## src/rtl/ovf_pkg.sv

```systemverilog
`timescale 1ns/1ps
package ovf_pkg;

  typedef enum logic [2:0] {
    CLS_NONE = 3'd0,
    CLS_ADD  = 3'd1,
    CLS_SUB  = 3'd2,
    CLS_DIVS = 3'd3,
    CLS_DIVU = 3'd4,
    CLS_MUL  = 3'd5,
    CLS_NEG  = 3'd6
  } ovClass_e;

  typedef struct packed {
    logic     load;
    logic     clear;
    ovClass_e cls;
  } ovStrobe_t;

endpackage

```

## src/rtl/ovf_ctrl.sv

```systemverilog
`timescale 1ns/1ps
module ovf_ctrl
  import ovf_pkg::*;
#(
  parameter int OPC_W   = 4,
  parameter int OPC_MAX = 8
) (
  input  logic             clk,
  input  logic             rstN,
  input  logic             updEn,
  input  logic             clrSum,
  input  logic [OPC_W-1:0] opCode,
  output ovStrobe_t        stb,
  output logic             illegalOp
);

  localparam logic [OPC_W-1:0] LAST_CODE = OPC_W'(OPC_MAX);

  ovClass_e decCls;
  logic     codeOk;

  always_comb begin
    unique case (opCode)
      OPC_W'(0), OPC_W'(1):             decCls = CLS_ADD;
      OPC_W'(2):                        decCls = CLS_DIVS;
      OPC_W'(3):                        decCls = CLS_DIVU;
      OPC_W'(4):                        decCls = CLS_MUL;
      OPC_W'(5):                        decCls = CLS_NEG;
      OPC_W'(6), OPC_W'(7), OPC_W'(8): decCls = CLS_SUB;
      default:                          decCls = CLS_NONE;
    endcase
  end

  assign codeOk    = (opCode <= LAST_CODE);
  assign illegalOp = updEn && !codeOk;

  assign stb.load  = updEn && codeOk;
  assign stb.clear = clrSum;
  assign stb.cls   = decCls;

  AST_ILLEGAL_NO_LOAD: assert property (@(posedge clk) disable iff (!rstN)
    illegalOp |-> !stb.load) else $error("illegal code produced a load");

  AST_LOAD_HAS_CLASS: assert property (@(posedge clk) disable iff (!rstN)
    stb.load |-> (stb.cls != CLS_NONE)) else $error("load without class");

endmodule

```

## src/rtl/ovf_datapath.sv

```systemverilog
`timescale 1ns/1ps
module ovf_datapath
  import ovf_pkg::*;
#(
  parameter int DATA_W = 64
) (
  input  logic              clk,
  input  logic              rstN,
  input  logic              mode64,
  input  ovStrobe_t         stb,
  input  logic [DATA_W-1:0] opLeft,
  input  logic [DATA_W-1:0] opRight,
  input  logic [DATA_W-1:0] opResult,
  output logic              ovFlag,
  output logic              sumFlag
);

  localparam int HALF_W = DATA_W / 2;
  localparam logic [DATA_W-1:0] MIN_FULL = {1'b1, {(DATA_W-1){1'b0}}};
  localparam logic [HALF_W-1:0] MIN_HALF = {1'b1, {(HALF_W-1){1'b0}}};

  // width-selected views of the inputs
  logic msbL, msbR, msbRes;
  logic rZero, rOnes, lMinNeg;
  logic mulWide;
  logic newOv;

  always_comb begin
    if (mode64) begin
      msbL    = opLeft[DATA_W-1];
      msbR    = opRight[DATA_W-1];
      msbRes  = opResult[DATA_W-1];
      rZero   = (opRight == '0);
      rOnes   = (opRight == '1);
      lMinNeg = (opLeft == MIN_FULL);
      mulWide = (opResult[DATA_W-1:HALF_W] != {HALF_W{opResult[HALF_W-1]}});
    end else begin
      msbL    = opLeft[HALF_W-1];
      msbR    = opRight[HALF_W-1];
      msbRes  = opResult[HALF_W-1];
      rZero   = (opRight[HALF_W-1:0] == '0);
      rOnes   = (opRight[HALF_W-1:0] == '1);
      lMinNeg = (opLeft[HALF_W-1:0] == MIN_HALF);
      mulWide = 1'b0;
    end
  end

  logic addOv, subOv;
  assign addOv = (msbL == msbR) && (msbRes != msbL);
  assign subOv = (~msbL == msbR) && (msbRes != ~msbL);

  always_comb begin
    unique case (stb.cls)
      CLS_ADD:  newOv = addOv;
      CLS_SUB:  newOv = subOv;
      CLS_DIVS: newOv = rZero || (lMinNeg && rOnes);
      CLS_DIVU: newOv = rZero;
      CLS_MUL:  newOv = mulWide;
      CLS_NEG:  newOv = lMinNeg;
      default:  newOv = 1'b0;
    endcase
  end

  always_ff @(posedge clk or negedge rstN) begin
    if (!rstN) begin
      ovFlag <= 1'b0;
    end else if (stb.load) begin
      ovFlag <= newOv;
    end
  end

  always_ff @(posedge clk or negedge rstN) begin
    if (!rstN) begin
      sumFlag <= 1'b0;
    end else if (stb.clear) begin
      sumFlag <= 1'b0;
    end else if (stb.load) begin
      sumFlag <= sumFlag | newOv;
    end
  end

  AST_HOLD_IDLE: assert property (@(posedge clk) disable iff (!rstN)
    !stb.load |=> $stable(ovFlag)) else $error("ovFlag moved without load");

  AST_SUM_STICKY: assert property (@(posedge clk) disable iff (!rstN)
    (sumFlag && !stb.clear) |=> sumFlag) else $error("summary dropped");

  AST_SUM_ACCUM: assert property (@(posedge clk) disable iff (!rstN)
    (stb.load && !stb.clear) |=> (sumFlag == ($past(sumFlag) | ovFlag)))
    else $error("summary not OR of old and new");

  AST_SUM_CLEAR: assert property (@(posedge clk) disable iff (!rstN)
    stb.clear |=> !sumFlag) else $error("summary survived clear");

  AST_DIVU_ZERO: assert property (@(posedge clk) disable iff (!rstN)
    (stb.load && stb.cls == CLS_DIVU && rZero) |=> ovFlag)
    else $error("divide by zero missed");

  AST_NEG_MIN: assert property (@(posedge clk) disable iff (!rstN)
    (stb.load && stb.cls == CLS_NEG) |=> (ovFlag == $past(lMinNeg)))
    else $error("negate overflow wrong");

endmodule

```

## src/rtl/ovf_flag_gen.sv

```systemverilog
`timescale 1ns/1ps
module ovf_flag_gen
  import ovf_pkg::*;
#(
  parameter int DATA_W = 64,
  parameter int OPC_W  = 4
) (
  input  logic              clk,
  input  logic              rstN,
  input  logic              updEn,
  input  logic              clrSum,
  input  logic              mode64,
  input  logic [OPC_W-1:0]  opCode,
  input  logic [DATA_W-1:0] opLeft,
  input  logic [DATA_W-1:0] opRight,
  input  logic [DATA_W-1:0] opResult,
  output logic              ovFlag,
  output logic              sumFlag,
  output logic              illegalOp
);

  ovStrobe_t stb;

  ovf_ctrl #(.OPC_W(OPC_W), .OPC_MAX(8)) uCtrl (
    .clk       (clk),
    .rstN      (rstN),
    .updEn     (updEn),
    .clrSum    (clrSum),
    .opCode    (opCode),
    .stb       (stb),
    .illegalOp (illegalOp)
  );

  ovf_datapath #(.DATA_W(DATA_W)) uData (
    .clk      (clk),
    .rstN     (rstN),
    .mode64   (mode64),
    .stb      (stb),
    .opLeft   (opLeft),
    .opRight  (opRight),
    .opResult (opResult),
    .ovFlag   (ovFlag),
    .sumFlag  (sumFlag)
  );

endmodule

```

## config.mk

```make
export PLATFORM = sky130hd
export DESIGN_NAME = ovf_flag_gen
export DESIGN_NICKNAME = d
export VERILOG_FILES = /design/src/rtl/ovf_pkg.sv /design/src/rtl/ovf_ctrl.sv /design/src/rtl/ovf_datapath.sv /design/src/rtl/ovf_flag_gen.sv
export SDC_FILE = /design/constraint.sdc
export NUM_CORES = 1
export LEC_CHECK = 0
export ABC_CLOCK_PERIOD_IN_PS = 1000
export BUFFER_PORTS_ARGS = -buffer_cell sky130_fd_sc_hd__buf_2
export CORE_AREA = 2 2 80 82
export DETAILED_ROUTE_END_ITERATION = 6
export DIE_AREA = 0 0 82 84
export SYNTH_ARGS = -nofsm -noshare
export SYNTH_HDL_FRONTEND = slang
export SYNTH_HIERARCHICAL = 1
export SYNTH_SLANG_ARGS = --single-unit
```

## constraint.sdc

```tcl
create_clock -name clk -period 1 [get_ports clk]
set_input_delay 0.1 -clock clk [delete_from_list [all_inputs] [get_ports clk]]
set_output_delay 0.1 -clock clk [all_outputs]
set_load 0.05 [all_outputs]
```

; Word-level counts from Yosys, hierarchy flattened
; Memory sizes are Yosys's and may differ from the RTL's.
; Index checks and enable logic that the tools add are counted.
[totals]
latchBits = 0
mem_count = 1
romBits = 48
reg_bits = 2
mem_bits_rw = 0
inputBits = 201
[memory_table]
columns = name, words, width, read_ports, rd_clocked_by_memory_dff, write_ports, line
row1 = (no name shown), 16, 3, 1, 0, 0, ovf_ctrl.sv:23  ; unique case (opCode)
[classes]
div_mod_pow = 0
n_shift = 0
n_mux = 10
n_reduce_logical = 10
magnitude_cmp = 1
add_sub_neg = 0
n_eq_ne = 15
mul = 0
bitwise = 2
[ops]
columns = cell, count
row1 = 64-bit == test (second input constant), 2
row2 = 32-bit == test (second input constant), 2
row3 = 64-bit logical NOT, 1
row4 = 32-bit logical NOT, 1
row5 = 32-bit inequality test, 1
row6 = 3-bit == test (second input constant), 3
row7 = 1-bit two-way mux, 9
row8 = 3-bit by 2-bit == test with 1-bit output (second input constant), 2
row9 = 1-bit one-hot mux with 6 select lines, 1
row10 = 1-bit logical AND, 5
row11 = 4-bit less-or-equal comparator (second input constant), 1
row12 = 3-bit by 1-bit == test with 1-bit output (second input constant), 1
row13 = 1-bit == test, 2
row14 = 1-bit inequality test, 2
row15 = 2-bit nonzero test, 1
row16 = 1-bit logical NOT, 1
row17 = 1-bit logical OR, 1
row18 = 1-bit inverter, 1
row19 = 1-bit bitwise OR, 1

; Longest topological paths before layout
[depth]
depth_word = 8
ltp_mapped = 9
mapped_depth_nobuf = 8

; Hierarchy
; Netlist, hierarchy kept.
[modules_own_cells]
columns = module, instances, cells_per_inst, area_each_um2
row1 = ovf_datapath, 1, 133, 892.1
row2 = ovf_ctrl, 1, 12, 88.8

; Worst setup path after synthesis
; No wires, ideal clock.
[synth_path]
path_type = in2reg
start = input port opCode[2]
end = register uData.sumFlag
cell_stages = 7
required_time_ps = 918
setup_slack_ps = -777
setup_ps = 82
arrival_ps = 1695
path_cell_list = maj3_1 nor2_1 or3b_2 a2111o_1 o211ai_1 a211oi_2 o22ai_1
[synth_rtl]
columns = item, line
row1 = "start, declared", ovf_flag_gen.sv:13  ; input logic [OPC_W-1:0] opCode,
row2 = "end signal, assigned", ovf_datapath.sv:78  ; sumFlag <= sumFlag | newOv;
row3 = "end, declared", ovf_datapath.sv:15  ; output logic sumFlag

==> flow_summary.ini <==
[status]
status = finished with violations
violations = setup timing

[die]
die_w_um = 82
coreArea_mm2 = 0.00610
pin_count = 204
dieHeight_um = 84
dieArea_mm2 = 0.00689
floorplan.initialDensity_pct = 16.1
rows = 29

[power_and_ir_drop]
leakagePower_nw = 1.03
power.switching_w = 0.000368
share_comb_of_total_power_pct = 64.3
peakVddDrop_uv = 336
cellPowerDensity_mw_per_mm2 = 509
pwr-share-clk_pct = 27.8
cellInternalPower_w = 0.000753
swShare_pct = 32.9
p_seq_share_pct = 7.9

[sta]
relSlewSlack_pct = 75.9
fin_ws_ps = -540
tightest_slew_ps = 356
fin_crit_sh_pct = 154
fin_skew_ps = 0
min_period_ps = 1540
hold_viol = 0
tns_ps = -1080
setup_viol = 2
clock.fmax_mhz = 649
drv_slew = 0
rsz0062_at_grt = true

[flow_run]
drv_cap = 0

[hold_path]
hold_depth = 2
hold_path_end = uData/sumFlag
hp-class = in -> reg
hp-start = clrSum

[grt]
antenna_found_initial = 0
grt_pass1_vias = 1909
grt.total_usage_pct = 13.5
grt_pass1_wl_um = 7440
globalRoute.totalOverflow = 0
grt_max_degree = 7

[route]
drcViolationCount = 0
avgViaCountPerCell = 4.83
vias = 2016
ant_nets = 0
drt_iter0_markers = 31
routedWlPerCell_um = 12.0
routed_wirelength_um = 5020
drt_pre_antenna_iters = 4

[synthesis]
synth_compound_area_share_pct = 13.9
synth_area_um2 = 981
synth_simple_gate_area_share_pct = 69.0
synth_top_family_by_area = simple AND/OR/NAND/NOR gates
syn_nets = 346
synth_cell_types = 43
synth_fa_ha_area_share_pct = 1.02
synthCells = 145
synth_area_per_cell_um2 = 6.77
synth_top_flop_cell = dfrtp_1
synth_edf_count = 0
async_reset_ff_share_pct = 100
ys_seq_elements = 2
synth_mux_area_share_pct = 3.57
yosysSeqAreaShare_pct = 5.10
synth_xor_area_share_pct = 3.57
ys_warn_count = 6

[cells_and_area]
finalInstanceArea_mm2 = 0.00220
diodes = 0
area_growth_pct = 125
final_cell_mix = buf_2, nor4_1, nand4_1
layout-drive-gt1-share_pct = 62.6
finalNetCount = 543
final_common_cell = buf_2

[worst_setup_path]
cpPeakStageDelay_ps = 370
regToRegEndpoint = uData/ovFlag
crit_type = in -> reg
reg2reg_from = uData/ovFlag
crit_chain = buf_8 -> mux2_4 -> o21a_4 -> or3b_4 -> a2111o_1 -> o211ai_1 -> a211oi_2 -> o22ai_1
crit_slowest_cell = or3b_4
regToRegSetupSlack_ps = 400
ff2ff_path_depth = 2
startpoint = opCode[0]
crit_fanout = 6
worstPathArrival_ps = 1670
cp-start-kind = input pin
cp-end-kind = register
worstPathRequired_ps = 1130

[placement]
io_buffers = 172
place_hpwl_um = 4610
dpl_cell_area_mm2 = 0.00210
place_congestion = 0.746
place_ws_ps = -808

[cts]
clock_sinks = 2
clk_pin_slew_ps = 30
cts.htree.levels = 1
cts_tree = done
clockBufferDepth = 2
clock_latency_ps = 210
cts_inserted_buffers = 3
clockRootBuffer = clkbuf_8
[state kept, by name, indices dropped and copies added, names as in the netlist]
| name | count |
|---|---|
| uData/ovFlag | 1 |
| uData/sumFlag | 1 |
[layout make-up]
type | count | area [µm²]
clock buffers | 3 | 41.3
fillers | 677 | 3890
inverters | 4 | 15.0
multi-input cells | 136 | 941
flip-flops and latches | 2 | 50.0
well taps | 77 | 96.3
repair buffers | 195 | 1060
[synthesized netlist by cell type (3+ instances only)]
| cell | count | share of area (%) |
|---|---|---|
| xnor2_1 | 3 | 2.7 |
| nand2_1 | 6 | 2.3 |
| nand3_1 | 6 | 3.1 |
| nor2_1 | 7 | 2.7 |
| inv_1 | 4 | 1.5 |
| o22ai_1 | 3 | 1.9 |
| nor4_1 | 34 | 22 |
| nand3b_1 | 3 | 2.3 |
| nand4_1 | 25 | 16 |
| a21oi_1 | 3 | 1.5 |
| nor3_1 | 11 | 5.6 |
[routing by layer]
metal / GRT usage, % / up-vias / routed length (µm)
met5: 0 / - / 0
met1: 12.6 / 890 / 1790
li1: - / 1027 / -
met4: 2.42 / 0 / 0
met2: 29.1 / 99 / 2810
met3: 1.73 / 0 / 424
[worst max-delay path by stage]
stage	endpoint	slack (ps)	cells after the start
6_report	uData/ovFlag	-540	8
2_1_floorplan	uData/ovFlag	-580	6
3_5_place_dp	uData/sumFlag	-810	9
3_3_place_gp	uData/ovFlag	-770	7
5_1_grt	uData/ovFlag	-590	8
4_1_cts	uData/ovFlag	-560	7
[cell families (layout without fill, tap and decap cells)]
logic type      count (synthesis)  count (layout)
compound gates                 18              18
xor+xnor                        4               4
fa+ha+maj                       1               1
buf+inv                         7             202
flops                           2               2
mux                             3               3
simple gates                  110             110
[power groups by stage]
| stage | Combinational, W | Sequential (W) | Clock (W) |
|---|---|---|---|
| after floorplan | 0.000185 | 0.000108 | 0 |
| after global placement | 0.000684 | 0.0000898 | 0 |
| after detailed placement | 0.000695 | 0.0000895 | 0 |
| after CTS | 0.000723 | 0.0000888 | 0.000326 |
| after global routing | 0.000800 | 0.0000895 | 0.000341 |
| final | 0.000721 | 0.0000887 | 0.000311 |
[worst max-delay path: cells and delay by family]
family	cells	cell delay, ps
buffers and inverters	1	110
AO/OA/AOI/OAI	5	800
AND/OR/NAND/NOR	1	370
multiplexers	1	290
[through the flow]
step	std cells	hold slack [ps]	util [%]	power (W)
after floorplan	145	-196	-	0.000294
after global placement	413	-114	34.4	0.000774
after detailed placement	413	-111	34.4	0.000785
after CTS	417	89.7	36.0	0.00114
after global routing	417	91.6	36.2	0.00123
final	417	93.9	36.2	0.00112
[timing repair]
action,CTS,global route
hold endpoints to repair,2,0
pin swaps,11,3
buffers inserted,0,0
resized for setup,12,3
endpoints found under the setup margin,3,2
gates cloned,0,0
hold buffers,1,0
(Power assumes the default switching activity.)
